$ cat config.mk
export PLATFORM = sky130hd
export DESIGN_NAME = cx_expander
export DESIGN_NICKNAME = d
export VERILOG_FILES = /design/src/rtl/cx_pkg.sv /design/src/rtl/cx_rvc_lane.sv /design/src/rtl/cx_lane_pick.sv /design/src/rtl/cx_expander.sv
export SDC_FILE = /design/constraint.sdc
export NUM_CORES = 1
export LEC_CHECK = 0
export BUFFER_PORTS_ARGS = -buffer_cell sky130_fd_sc_hd__buf_2
export CAP_MARGIN = 10
export CORE_AREA = 2 2 45 56
export DETAILED_ROUTE_END_ITERATION = 10
export DIE_AREA = 0 0 47 58
export MAX_ROUTING_LAYER = met4
export PLACE_DENSITY = 0.91
export SLEW_MARGIN = 20
export SYNTH_ARGS = -nofsm -noshare
export SYNTH_HDL_FRONTEND = slang
export SYNTH_SLANG_ARGS = --single-unit
$ cat constraint.sdc
create_clock -name vclk -period 2.95
set_input_delay 0.295 -clock vclk [all_inputs]
set_output_delay 0.295 -clock vclk [all_outputs]
set_load 0.02 [all_outputs]
$ cat src/rtl/cx_pkg.sv
package cx_pkg;
  localparam int INSN_W = 32;
  localparam int HALF_W = 16;
  localparam int LANES  = INSN_W / HALF_W;
  localparam int SEL_W  = (LANES > 1) ? $clog2(LANES) : 1;
  localparam int REG_W  = 5;
  localparam int CREG_W = 3;

  localparam logic [6:0] OP_REG  = 7'b0110011;
  localparam logic [6:0] OP_IMM  = 7'b0010011;
  localparam logic [6:0] OP_LOAD = 7'b0000011;
  localparam logic [6:0] OP_JALR = 7'b1100111;

  localparam logic [2:0] F3_ADD  = 3'b000;
  localparam logic [2:0] F3_SLL  = 3'b001;
  localparam logic [2:0] F3_LW   = 3'b010;
  localparam logic [2:0] F3_JALR = 3'b000;

  function automatic logic [INSN_W-1:0] enc_r(
    input logic [6:0] f7, input logic [REG_W-1:0] rs2,
    input logic [REG_W-1:0] rs1, input logic [2:0] f3,
    input logic [REG_W-1:0] rd, input logic [6:0] op);
    return {f7, rs2, rs1, f3, rd, op};
  endfunction

  function automatic logic [INSN_W-1:0] enc_i(
    input logic [11:0] imm, input logic [REG_W-1:0] rs1,
    input logic [2:0] f3, input logic [REG_W-1:0] rd, input logic [6:0] op);
    return {imm, rs1, f3, rd, op};
  endfunction

  function automatic logic [REG_W-1:0] creg(input logic [CREG_W-1:0] r);
    return {2'b01, r};
  endfunction
endpackage

$ cat src/rtl/cx_rvc_lane.sv
module cx_rvc_lane
  import cx_pkg::*;
(
  input  logic [HALF_W-1:0] hw,
  output logic [INSN_W-1:0] expd,
  output logic              legal,
  output logic              full_start
);
  logic [1:0]       quad;
  logic [2:0]       f3;
  logic [REG_W-1:0] dst;
  logic [REG_W-1:0] src;
  logic [11:0]      lw_off;

  assign quad   = hw[1:0];
  assign f3     = hw[15:13];
  assign dst    = hw[11:7];
  assign src    = hw[6:2];
  assign lw_off = {5'b0, hw[5], hw[12:10], hw[6], 2'b00};

  always_comb begin
    expd       = '0;
    legal      = 1'b0;
    full_start = 1'b0;
    unique case (quad)
      2'b11: full_start = 1'b1;
      2'b00: begin
        if (f3 == 3'b010) begin
          legal = 1'b1;
          expd  = enc_i(lw_off, creg(hw[9:7]), F3_LW, creg(hw[4:2]), OP_LOAD);
        end
      end
      2'b10: begin
        if (f3 == 3'b000) begin
          if (!hw[12] && dst != '0) begin
            legal = 1'b1;
            expd  = enc_i({7'b0, src}, dst, F3_SLL, dst, OP_IMM);
          end
        end else if (f3 == 3'b100) begin
          if (!hw[12]) begin
            if (src == '0 && dst != '0) begin
              legal = 1'b1;
              expd  = enc_i(12'b0, dst, F3_JALR, '0, OP_JALR);
            end
          end else if (dst != '0 && src != '0) begin
            legal = 1'b1;
            expd  = enc_r(7'b0, src, dst, F3_ADD, dst, OP_REG);
          end
        end
      end
      default: ;
    endcase
  end

  always_comb begin
    if (legal && expd[6:0] == OP_REG)
      a_r2_dest_reused: assert (expd[11:7] == hw[11:7] && expd[19:15] == hw[11:7]
                                && expd[24:20] == hw[6:2]);
    if (legal && expd[6:0] == OP_IMM)
      a_r3_shift_amount: assert (expd[24:20] == hw[6:2] && expd[31:25] == 7'b0
                                 && expd[19:15] == expd[11:7]);
    if (legal && expd[6:0] == OP_LOAD)
      a_r4_load_window: assert (expd[19:18] == 2'b01 && expd[11:10] == 2'b01
                                && expd[21:20] == 2'b00 && expd[31:27] == 5'b0);
    if (legal && expd[6:0] == OP_JALR)
      a_r5_link_dropped: assert (expd[11:7] == 5'b0 && expd[31:20] == 12'b0
                                 && expd[19:15] != 5'b0);
    if (full_start)
      a_r7_full_not_legal: assert (!legal);
  end
endmodule

$ cat src/rtl/cx_lane_pick.sv
module cx_lane_pick
  import cx_pkg::*;
(
  input  logic [LANES-1:0][INSN_W-1:0] expd,
  input  logic [LANES-1:0]             legal,
  input  logic [LANES-1:0]             full_start,
  input  logic [SEL_W-1:0]             sel,
  input  logic [INSN_W-1:0]            fetch_word,
  output logic [INSN_W-1:0]            insn_out,
  output logic                         is_comp,
  output logic                         illegal
);
  always_comb begin
    insn_out = '0;
    is_comp  = 1'b0;
    illegal  = 1'b0;
    if (full_start[sel]) begin
      if (sel == '0) insn_out = fetch_word;
      else           illegal  = 1'b1;
    end else begin
      is_comp = 1'b1;
      if (legal[sel]) insn_out = expd[sel];
      else            illegal  = 1'b1;
    end
  end
endmodule

$ cat src/rtl/cx_expander.sv
module cx_expander
  import cx_pkg::*;
(
  input  logic [31:0] fetch_word,
  input  logic        hi_sel,
  output logic [31:0] insn_out,
  output logic        is_comp,
  output logic        illegal
);
  logic [LANES-1:0][INSN_W-1:0] lane_expd;
  logic [LANES-1:0]             lane_legal;
  logic [LANES-1:0]             lane_full;
  logic [SEL_W-1:0]             sel;

  assign sel = SEL_W'(hi_sel);

  for (genvar g = 0; g < LANES; g++) begin : g_lane
    cx_rvc_lane u_lane (
      .hw         (fetch_word[g*HALF_W +: HALF_W]),
      .expd       (lane_expd[g]),
      .legal      (lane_legal[g]),
      .full_start (lane_full[g])
    );
  end

  cx_lane_pick u_pick (
    .expd       (lane_expd),
    .legal      (lane_legal),
    .full_start (lane_full),
    .sel        (sel),
    .fetch_word (fetch_word),
    .insn_out   (insn_out),
    .is_comp    (is_comp),
    .illegal    (illegal)
  );

  always_comb begin
    if (!hi_sel && fetch_word[1:0] == 2'b11)
      a_r1_full_passthrough: assert (insn_out == fetch_word && !is_comp && !illegal);
    if (hi_sel && fetch_word[17:16] == 2'b11)
      a_r8_straddle_flagged: assert (illegal && !is_comp && insn_out == '0);
    if (illegal)
      a_r7_illegal_zeroed: assert (insn_out == '0);
    if (is_comp && !illegal)
      a_r9_comp_valid: assert (insn_out[1:0] == 2'b11);
  end
endmodule

==> impl_metrics.env <==
export IMPL_run_status="completed"
export IMPL_register_area_um2=0
export IMPL_critPathLaunch="hi_sel"
export IMPL_post_route_min_period_ns=2.37
export IMPL_core_rowCount=19
export IMPL_hold_class="primary input to output port"
export IMPL_die_y_um=58
export IMPL_tightest_slew_ns=0.824
export IMPL_holdBufCountCts=0
export IMPL_dp_hpwl_um=3060
export IMPL_setup_viol=0
export IMPL_start_kind="primary input"
export IMPL_period_share_pct=80.3
export IMPL_fin_setup_tns_ns=0
export IMPL_track_usage_pct=28.5
export IMPL_core_area_um2=2190
export IMPL_grt_overflow_total=0
export IMPL_maxCapViolations=0
export IMPL_postCtsSetupRepairBufs=0
export IMPL_first_pass_iters=5
export IMPL_die_x_um=47
export IMPL_power_density_nw_per_um2=133
export IMPL_wl_um=3880
export IMPL_area_growth_pct=30.9
export IMPL_syn_inst=146
export IMPL_syn_area_per_cell_um2=7.05
export IMPL_drt_first_iter_violations=94
export IMPL_hold_violations=0
export IMPL_vias=1499
export IMPL_ant_nets=0
export IMPL_multi_input_area_um2=921
export IMPL_postCtsResizedCells=0
export IMPL_max_vdd_ir_drop_mv=0.0805
export IMPL_fill_cells=226
export IMPL_critical_path_class="primary input to output port"
export IMPL_pin_count=67
export IMPL_avgRoutedWirePerCell_um=16.6
export IMPL_final_cell_mix="buf_2, inv_1"
export IMPL_grt_pass1_wl_um=5770
export IMPL_end_kind="output port"
export IMPL_hp_start="fetch_word[17]"
export IMPL_drc_errors=0
export IMPL_io_buffers=67
export IMPL_drive_gt1_share_pct=39.6
export IMPL_clock_buffers=0
export IMPL_leakage_uw=0.000658
export IMPL_antennaDiodeCount=0
export IMPL_routabilityCongestion=0.953
export IMPL_start_util_pct=47.1
export IMPL_synth_top_area_share_pct=5.95
export IMPL_slew_violations=0
export IMPL_grt_max_degree=26
export IMPL_slew_headroom_pct=45.1
export IMPL_pre_cts_ws_ns=0.645
export IMPL_rsz0062_at_grt="no"
export IMPL_ys_warn_count=0
export IMPL_path_max_fanout=21
export IMPL_finalWorstSetupSlack_ns=0.582
export IMPL_syn_nets=179
export IMPL_cp_required_ns=2.65
export IMPL_worstPathArrival_ns=2.07
export IMPL_yosysTopAreaCell="a221oi_1"
export IMPL_final_nets=237
export IMPL_nFlopsAndLatches=0
export IMPL_fmax_ghz=0.422
export IMPL_antenna_found_initial=0
export IMPL_dieArea_um2=2730
export IMPL_netlist_area_um2=1030
export IMPL_vias_per_cell=6.43
export IMPL_synth_area_leaders="a221oi_1, a221o_1, inv_1"
export IMPL_synth_distinct_cells=57
export IMPL_grt_pass1_vias=1236
export IMPL_final_common_cell="buf_2"
export IMPL_ys_seq_area_share_pct=0
-- cells in the mapped netlist (all sizes together), types with 3 or more instances --
| master | number |
|---|---|
| a21oi | 5 |
| a221o | 6 |
| nand2 | 7 |
| inv | 13 |
| o21ai | 5 |
| nand3b | 3 |
| nand2b | 3 |
| and2 | 6 |
| o221ai | 4 |
| or4 | 3 |
| o211ai | 3 |
| nand3 | 7 |
| a31oi | 3 |
| clkbuf | 6 |
| and3 | 3 |
| nor2 | 7 |
| nor3 | 8 |
| nor4 | 3 |
| a32oi | 3 |
| buf | 5 |
| a221oi | 7 |
| a211o | 3 |
| a22oi | 3 |
-- per-stage QoR --
stage                     instances  util (%)  hold slack [ns]  instance area (µm²)  power [µW]
after detailed placement        233      61.6            0.934                 1350         176
after floorplan                 146         -            0.751                 1030         106
after CTS                       233      61.6            0.932                 1350         176
after global routing            233      61.6            0.948                 1350         191
final                           233      61.6            0.933                 1350         179
after global placement          233      61.6            0.937                 1350         175
-- cell type report --
cell class,instances,area share (%)
Multi-Input combinational cell,121,68.3
Tap cell,31,2.88
Inverter,14,3.90
Timing Repair Buffer,67,24.9
-- critical path: stages --
cell and delay, ns:
buf_2 0.31, clkinv_1 0.36, a211oi_2 0.37, nand3_2 0.23, o221ai_1 0.28, buf_2 0.21
-- where the power goes --
group	leakage (µW)	internal, µW	switching [µW]
combinational	0.000658	64.1	115
sequential	0	0	0
clock	0	0	0
-- per-layer routing --
layer | vias to the layer above | global-route usage (%) | share of wire (%)
li1 | 705 | - | -
met4 | 0 | 10.3 | 4.9
met1 | 662 | 40.4 | 38
met3 | 25 | 1.25 | 9.3
met5 | - | - | 0
met2 | 107 | 42.3 | 47
-- cell families (layout without fill, tap and decap cells) --
family / after synthesis / after routing / synth area share (%)
AND/OR/NAND/NOR: 62 / 62 / 39.4
buffers and inverters: 25 / 81 / 10.6
AO/OA/AOI/OAI: 56 / 56 / 47.5
XOR/XNOR: 3 / 3 / 2.55
-- path summary, 6_finish.rpt --
path,to,slack [ns],cells past startpoint
min,is_comp,0.93,3
max,insn_out[19],0.58,6
Note: power is estimated with default switching activity, not from simulation.
